==> src/rtl/baud_div_pkg.sv <==
package baud_div_pkg;

    // Waveform variant chosen by the effective divisor value
    typedef enum logic [1:0] {
        WAVE_DIV3  = 2'd0,  // divisor register holds zero
        WAVE_INV   = 2'd1,  // divisor of one: inverted reference
        WAVE_HALF  = 2'd2,  // divisor of two: square wave
        WAVE_PULSE = 2'd3   // divisor of three or more
    } wave_mode_e;

    // Reset value of the down-counter: effective divisor for a zero register
    localparam int unsigned ZERO_DIV_EFF = 3;

    // Number of reference periods the output spends low per period
    localparam int unsigned LOW_PERIODS = 2;

endpackage

==> src/rtl/div_latch.sv <==
module div_latch #(
    parameter int BYTE_W = 8,
    parameter int NBYTES = 2,
    localparam int SEL_W = (NBYTES > 1) ? $clog2(NBYTES) : 1,
    localparam int DIV_W = BYTE_W * NBYTES
) (
    input  logic              clk,
    input  logic              rst_n,
    input  logic              wr_en,
    input  logic [SEL_W-1:0]  wr_sel,
    input  logic [BYTE_W-1:0] wr_data,
    output logic [DIV_W-1:0]  div_next,
    output logic              div_load
);

    typedef struct packed {
        logic [DIV_W-1:0] div;
    } latch_st_t;

    latch_st_t st_d, st_q;
    logic [DIV_W-1:0] merged;
    logic             sel_ok;

    assign sel_ok = ({1'b0, wr_sel} < (SEL_W + 1)'(NBYTES));

    // one byte lane per divisor byte
    for (genvar b = 0; b < NBYTES; b++) begin : g_lane
        assign merged[b*BYTE_W +: BYTE_W] =
            (wr_en && sel_ok && (wr_sel == SEL_W'(b))) ? wr_data
                                                       : st_q.div[b*BYTE_W +: BYTE_W];
    end

    always_comb begin
        st_d     = st_q;
        st_d.div = merged;
        div_load = wr_en && sel_ok;
        div_next = merged;
    end

    always_ff @(posedge clk or negedge rst_n) begin
        if (!rst_n) begin
            st_q <= '0;
        end else begin
            st_q <= st_d;
        end
    end


    lo_capture_chk: assert property (@(posedge clk) disable iff (!rst_n)
        (wr_en && wr_sel == '0) |=> (st_q.div[BYTE_W-1:0] == $past(wr_data)));


    keep_other_chk: assert property (@(posedge clk) disable iff (!rst_n)
        !wr_en |=> $stable(st_q.div));

endmodule

==> src/rtl/ref_select.sv <==
module ref_select #(
    parameter int NSRC = 2,
    localparam int SRC_W = (NSRC > 1) ? $clog2(NSRC) : 1
) (
    input  logic [NSRC-1:0]  ref_en,
    input  logic [SRC_W-1:0] src_sel,
    output logic             ref_tick
);

    logic [NSRC-1:0] hit;

    for (genvar s = 0; s < NSRC; s++) begin : g_src
        assign hit[s] = ref_en[s] && (src_sel == SRC_W'(s));
    end

    always_comb begin
        ref_tick = |hit;
    end


    always_comb begin
        one_src_chk: assert ($onehot0(hit));
    end

endmodule

==> src/rtl/baud_counter.sv <==
module baud_counter
    import baud_div_pkg::*;
#(
    parameter int DIV_W = 16
) (
    input  logic             clk,
    input  logic             rst_n,
    input  logic             ref_tick,
    input  logic             div_load,
    input  logic [DIV_W-1:0] div_next,
    output logic             baud_out,
    output logic             baud_tick
);

    localparam logic [DIV_W-1:0] ONE      = DIV_W'(1);
    localparam logic [DIV_W-1:0] TWO      = DIV_W'(2);
    localparam logic [DIV_W-1:0] DIV_ZERO = DIV_W'(ZERO_DIV_EFF);
    localparam logic [DIV_W-1:0] LOW_N    = DIV_W'(LOW_PERIODS);

    typedef struct packed {
        logic [DIV_W-1:0] cnt;
        logic             out;
        logic             tick;
    } cnt_st_t;

    cnt_st_t          st_d, st_q;
    logic [DIV_W-1:0] div_eff;
    wave_mode_e       mode;

    // effective divisor and waveform variant
    always_comb begin
        div_eff = (div_next == '0) ? DIV_ZERO : div_next;
        if (div_next == '0) begin
            mode = WAVE_DIV3;
        end else if (div_next == ONE) begin
            mode = WAVE_INV;
        end else if (div_next == TWO) begin
            mode = WAVE_HALF;
        end else begin
            mode = WAVE_PULSE;
        end
    end

    // next state
    always_comb begin
        st_d      = st_q;
        st_d.tick = 1'b0;
        if (div_load) begin
            st_d.cnt = div_eff;
        end else if (ref_tick) begin
            st_d.tick = (st_q.cnt == ONE);
            st_d.cnt  = (st_q.cnt <= ONE) ? div_eff : st_q.cnt - ONE;
        end
        unique case (mode)
            WAVE_INV:  st_d.out = ~ref_tick;
            WAVE_HALF: st_d.out = (st_d.cnt == ONE);
            default:   st_d.out = (st_d.cnt <= div_eff - LOW_N);
        endcase
    end

    always_ff @(posedge clk or negedge rst_n) begin
        if (!rst_n) begin
            st_q.cnt  <= DIV_ZERO;
            st_q.out  <= 1'b0;
            st_q.tick <= 1'b0;
        end else begin
            st_q <= st_d;
        end
    end

    assign baud_out  = st_q.out;
    assign baud_tick = st_q.tick;


    cnt_bound_chk: assert property (@(posedge clk) disable iff (!rst_n)
        !div_load |-> (st_q.cnt != '0 && st_q.cnt <= div_eff));


    idle_hold_chk: assert property (@(posedge clk) disable iff (!rst_n)
        (!ref_tick && !div_load) |=> $stable(st_q.cnt));


    load_quiet_chk: assert property (@(posedge clk) disable iff (!rst_n)
        div_load |=> !baud_tick);


    tick_cause_chk: assert property (@(posedge clk) disable iff (!rst_n)
        baud_tick |-> ($past(ref_tick) && !$past(div_load)));

endmodule

==> src/rtl/baud_divider.sv <==
module baud_divider #(
    parameter int BYTE_W = 8,
    parameter int NBYTES = 2,
    localparam int SEL_W = (NBYTES > 1) ? $clog2(NBYTES) : 1,
    localparam int DIV_W = BYTE_W * NBYTES
) (
    input  logic              clk,
    input  logic              rst_n,
    input  logic              ref_en_a,
    input  logic              ref_en_b,
    input  logic              src_sel,
    input  logic              wr_en,
    input  logic [SEL_W-1:0]  wr_sel,
    input  logic [BYTE_W-1:0] wr_data,
    output logic              baud_out,
    output logic              baud_tick
);

    logic [DIV_W-1:0] div_next;
    logic             div_load;
    logic             ref_tick;

    div_latch #(
        .BYTE_W (BYTE_W),
        .NBYTES (NBYTES)
    ) i_latch (
        .clk      (clk),
        .rst_n    (rst_n),
        .wr_en    (wr_en),
        .wr_sel   (wr_sel),
        .wr_data  (wr_data),
        .div_next (div_next),
        .div_load (div_load)
    );

    ref_select #(
        .NSRC (2)
    ) i_refsel (
        .ref_en   ({ref_en_b, ref_en_a}),
        .src_sel  (src_sel),
        .ref_tick (ref_tick)
    );

    baud_counter #(
        .DIV_W (DIV_W)
    ) i_cnt (
        .clk       (clk),
        .rst_n     (rst_n),
        .ref_tick  (ref_tick),
        .div_load  (div_load),
        .div_next  (div_next),
        .baud_out  (baud_out),
        .baud_tick (baud_tick)
    );

endmodule

==> config.mk <==
export PLATFORM = sky130hd
export DESIGN_NAME = baud_divider
export DESIGN_NICKNAME = d
export VERILOG_FILES = /design/src/rtl/baud_div_pkg.sv /design/src/rtl/div_latch.sv /design/src/rtl/ref_select.sv /design/src/rtl/baud_counter.sv /design/src/rtl/baud_divider.sv
export SDC_FILE = /design/constraint.sdc
export NUM_CORES = 1
export LEC_CHECK = 0
export CAP_MARGIN = 10
export CELL_PAD_IN_SITES_DETAIL_PLACEMENT = 0
export CELL_PAD_IN_SITES_GLOBAL_PLACEMENT = 1
export CORE_ASPECT_RATIO = 0.5
export CORE_UTILIZATION = 35
export DETAILED_ROUTE_END_ITERATION = 12
export PLACE_DENSITY = 0.65
export SLEW_MARGIN = 20
export SYNTH_ARGS = -nofsm -noshare
export SYNTH_HDL_FRONTEND = slang
export SYNTH_SLANG_ARGS = --single-unit
==> constraint.sdc <==
create_clock -name clk -period 5.2 [get_ports clk]
set_clock_uncertainty 0.1 [all_clocks]
set_input_delay 0.78 -clock clk [delete_from_list [all_inputs] [get_ports clk]]
set_output_delay 0.78 -clock clk [all_outputs]
set_load 0.02 [all_outputs]
## Word-level counts from Yosys, hierarchy flattened

Index checks and enable logic that the tools add are counted.

| cells by class | value |
|---|---|
| divide/modulo/power cells | 0 |
| mux-type cells | 12 |
| multipliers | 0 |
| add/subtract/negate cells | 2 |
| bitwise gates (word level) | 3 |
| order comparisons | 2 |
| reduce and logical (&&, ||, !) cells | 6 |
| shift operators | 0 |
| eq/ne operators | 6 |

Operators by type and width:

| cell | number |
|---|---|
| 2-to-1 mux 16 bit | 4 |
| equality test 16 x 1 -> 1 bit, second input constant | 3 |
| equality test 16 x 2 -> 1 bit, second input constant | 1 |
| <= comparator 16 x 1 -> 1 bit, second input constant | 1 |
| <= comparator 16 bit | 1 |
| zero test 16 bit | 1 |
| 2-to-1 mux 8 bit | 2 |
| subtractor 16 x 1 -> 16 bit, second input constant | 1 |
| subtractor 16 x 2 -> 16 bit, second input constant | 1 |
| logical AND 1 bit | 4 |
| 2-to-1 mux 2 bit | 2 |
| 2-to-1 mux 1 bit | 3 |
| NOT 1 bit | 3 |
| equality test 2 x 1 -> 1 bit, second input constant | 1 |
| equality test 2 bit, second input constant | 1 |
| case mux 1 bit (2 select lines) | 1 |
| OR reduction 2 bit | 1 |

| word-level totals | value |
|---|---|
| bits in registers | 34 |
| memory bits (writable) | 0 |
| memories | 0 |
| output and inout bits | 2 |
| latch bits | 0 |
| word-level logic and storage cells | 35 |
| memory bits (read-only) | 0 |

## Depth between registers and ports, before layout

| depth | value |
|---|---|
| word-level depth | 10 |
| gate-level depth with buffers | 22 |
| gate-level depth less buffers | 20 |

## Modules after synthesis

From an unflattened synthesis, not the netlist that was laid out.

| unflattened totals | value |
|---|---|
| cells, all modules | 270 |
| area total of the unflattened synthesis | 2583.7 um^2 |

By module, submodules not included:

| module | area an instance (um^2) | instances | sequential area each (um^2) | cells an instance |
|---|---|---|---|---|
| baud_counter | 1919.3 | 1 | 452.9 | 233 |
| div_latch | 649.4 | 1 | 400.4 | 36 |
| ref_select | 15.0 | 1 | 0.0 | 1 |

## Worst setup path before layout

Ideal clock, no wire load.

| path | value |
|---|---|
| kind | input port to flip-flop |
| from | in wr_en |
| to | reg i_cnt.st_q, in the netlist i_cnt.baud_out |
| setup slack | 0.882 ns |
| cell stages on the path | 21 |
| library setup time | 0.095 ns |
| arrival | 4.122 ns |
| path buffers | 2 |
| cells stage by stage | buf_2 nand2b_1 buf_2 mux2i_1 inv_1 nor3_1 nand3_1 nor2_1 nor2_1 ha_1 nand3_1 nor2_1 o2111a_1 xnor2_1 ha_1 nand4_1 or2_2 or3_1 a22oi_1 nor2_1 o31ai_1 |

RTL lines:

| item | RTL line | text |
|---|---|---|
| start, declared | baud_divider.sv:12 | `input logic wr_en,` |
| end signal, assigned | baud_counter.sv:67 | `st_q <= st_d;` |
| end, declared | baud_counter.sv:26 | `cnt_st_t st_d, st_q;` |

==> reports/metrics.yaml <==
floorplan:
  die_area_mm2: 0.00759
  coreArea_mm2: 0.00683
  core.rowCount: 21
  die_w_um: 122
  ios: 17
  die_y_um: 62.1
  initial_core_util_pct: 37.0
sta:
  relSlewSlack_pct: 60.0
  min_period_over_period_pct: 92.2
  whs_ps: 472
  tightest_slew_ps: 584
  drv_slew: 0
  setup_violations: 0
  grt_setup_unrepaired: "false"
  hold_viol: 0
  layout_min_cycle_time_ps: 4790
  max_freq_mhz: 209
yosys:
  postSynthAreaPerCell_um2: 8.93
  ys_warn_count: 0
  synthArstFlopShare_pct: 100
  syn_area_mm2: 0.00253
  synth_edf_count: 0
  synth-main-ff-cell: "dfrtp_1"
  syn_nets: 317
  syn_inst: 283
  ys_ff_latch: 34
  yosysSeqAreaShare_pct: 33.8
  yosysUniqueCellTypes: 56
cts:
  clkTransAtPathRegs_ps: 50
  htreeDepth: 2
  worstSkewPairLatency_ps: 280
  cts_tree: "done"
  clockBufferDepth: 2
  post-cts-setup-buffer-count: 0
  cts_root_buf: "clkbuf_16"
  ctsHoldBuffers: 0
  post_cts_resized: 0
  cts_buffers: 5
  clock_sinks: 34
critical_path:
  cpPeakStageDelay_ps: 530
  cp_common_cell: "nor2_1"
  worstRegToRegCells: 16
  path_buf_inv: 2
  worstPathMaxFanout: 7
  r2r-start: "i_cnt.st_q[2]"
  path_delay_family: "simple AND/OR/NAND/NOR gates"
  rrSetupSlack_ps: 1060
  slowest_stage: "clkdlybuf4s50_1"
  crit_required_ps: 5280
  end_kind: "flip-flop"
  r2r_end: "i_cnt.baud_out"
  crit_type: "primary input to flip-flop"
  crit_chain: "clkdlybuf4s50_1 -> nand2b_2 -> mux2i_1 -> inv_1 -> nor3_1 -> nand3_1 -> nor2_1 -> nor2_1 -> ha_1 -> nand3_1 -> nor2_2 -> o2111a_1 -> xnor2_1 -> ha_1 -> nand4_1 -> or2_2 -> or3_1 -> a22oi_1 -> nor2_1 -> o31ai_1"
  cp.arrival_ps: 4880
  startpoint_type: "primary input"
layout:
  finish.utilization_pct: 44.2
  n_antenna_cell: 0
  nNetsFinal: 346
  drive_above_1_share_pct: 11.8
  syn_to_final_growth_pct: 19.5
routing:
  drt-total-wl_mm: 7.54
  drt_iter0_drc: 134
  drt-wirelength-per-cell_um: 18.6
  drcViolationCount: 0
  ant_nets: 0
  drt_pass1_iterations: 5
  vias_per_cell: 5.58
  num_vias: 2261
global_routing:
  overflow: 0
  antenna_found_initial: 0
  track_usage_pct: 21.5
  grt_pass1_wl_mm: 11.7
  grt_max_degree: 35
  grt_pass1_vias: 2128
place:
  gp_congestion: 0.930
  numPortBuffers: 16
  dp_hpwl_mm: 6.03
outcome:
  status: "completed"
min_path:
  hp-start: "i_latch.st_q[7]"
  whs_path_depth: 1
  hp-class: "flip-flop to flip-flop"
  hold_path_end: "i_latch.st_q[7]"
power:
  power_density_mw_per_mm2: 323
  vdd_drop_max_v: 0.000125
  p_leak_nw: 1.35
job:
  drv_cap: 0
-- per-stage QoR --
stage | total power [W] | worst slack (ps) | cell area [um2] | setup TNS (ps) | instances
5_1_grt | 0.00104 | 91.4 | 3020 | 0 | 405
3_3_place_gp | 0.000669 | 74.4 | 2860 | 0 | 397
6_report | 0.000976 | 405 | 3020 | 0 | 405
2_1_floorplan | 0.000554 | 882 | 2530 | 0 | 283
3_5_place_dp | 0.000673 | -31.8 | 2860 | -31.8 | 397
4_1_cts | 0.000977 | 232 | 3010 | 0 | 405
-- area by class of cell --
type / instances / area, um2
flip-flops and latches: 34 / 853
well taps: 92 / 115
fillers: 693 / 3810
inverters: 21 / 78.8
repair buffers: 27 / 243
clock inverters: 1 / 5.00
clock buffers: 7 / 143
multi-input cells: 223 / 1580
-- where the power goes --
part	switching, W	total (W)	internal (W)	leakage [nW]
combinational	0.000197	0.000333	0.000136	0.881
clock	0.000109	0.000299	0.000190	0.0739
sequential	0.0000354	0.000343	0.000308	0.396
-- layout by cell type, fill, tap and decap left out, types with 2 or more instances in the layout --
cell type / n
a21boi_0: 2
a21o_1: 6
a21oi_1: 20
a22oi_1: 3
buf_4: 11
clkbuf_16: 5
clkdlybuf4s50_1: 16
dfrtp_1: 32
dfstp_2: 2
ha_1: 19
inv_1: 21
mux2_2: 2
mux2i_1: 21
nand2_1: 15
nand3_1: 8
nand4_1: 5
nor2_1: 35
nor3_1: 9
nor4_1: 5
o21ai_0: 9
o22ai_1: 4
o31ai_1: 3
or2_2: 2
or3_1: 3
or4_1: 2
xnor2_1: 16
-- cell families (layout without fill, tap and decap cells) --
logic type                 count (synthesis)  count (layout)  share of synthesized area, %
buffers and inverters                     26              56                          4.01
muxes                                     23              23                          9.21
AOI/OAI and AO/OA                         63              63                          16.8
xor gates and xnor gates                  17              17                          5.89
and+or+nand+nor                          101             101                          20.9
DFF                                       34              34                          33.8
adders and majority gates                 19              19                          9.41
-- how the worst max path moves through the flow --
stage	from	to	depth (start not counted)
floorplan	wr_en	i_cnt.baud_out	21
global placement	wr_sel	i_cnt.baud_out	18
detailed placement	wr_sel	i_cnt.baud_out	18
CTS	wr_sel	i_cnt.baud_out	18
global route	wr_sel	i_cnt.baud_out	20
finish	wr_sel	i_cnt.baud_out	20
-- layer usage --
metal / global-route usage (%) / up-vias / wire (um)
met5: 0 / - / 0
met4: 4.18 / 0 / 35
met3: 5.11 / 4 / 459
met2: 30.6 / 80 / 3050
met1: 32.6 / 1083 / 4000
li1: - / 1094 / -
-- cells in the mapped netlist (2+ instances only) --
cell type / count / share of area, %
a21boi_0: 2 / 0.59
a21o_1: 6 / 1.8
a21oi_1: 20 / 4.0
a22oi_1: 3 / 0.89
buf_2: 3 / 0.59
clkbuf_1: 2 / 0.30
dfrtp_1: 32 / 32
dfstp_2: 2 / 2.1
ha_1: 19 / 9.4
inv_1: 21 / 3.1
mux2_2: 2 / 0.89
mux2i_1: 21 / 8.3
nand2_1: 15 / 2.2
nand2b_1: 2 / 0.49
nand3_1: 8 / 1.6
nand4_1: 5 / 1.2
nor2_1: 36 / 5.3
nor3_1: 10 / 2.0
nor4_1: 5 / 1.2
o21ai_0: 9 / 1.8
o22ai_1: 4 / 0.99
o31ai_1: 3 / 0.89
or2_2: 2 / 0.49
or3_1: 3 / 0.74
or4_1: 2 / 0.59
xnor2_1: 16 / 5.5
-- sequential cells by signal, indices dropped and copies added, names as in the netlist --
| signal | cells |
|---|---|
| i_cnt.st_q | 16 |
| i_latch.st_q | 16 |
| i_cnt.baud_tick | 1 |
| i_cnt.baud_out | 1 |
Power figures use the tool's default switching activity.
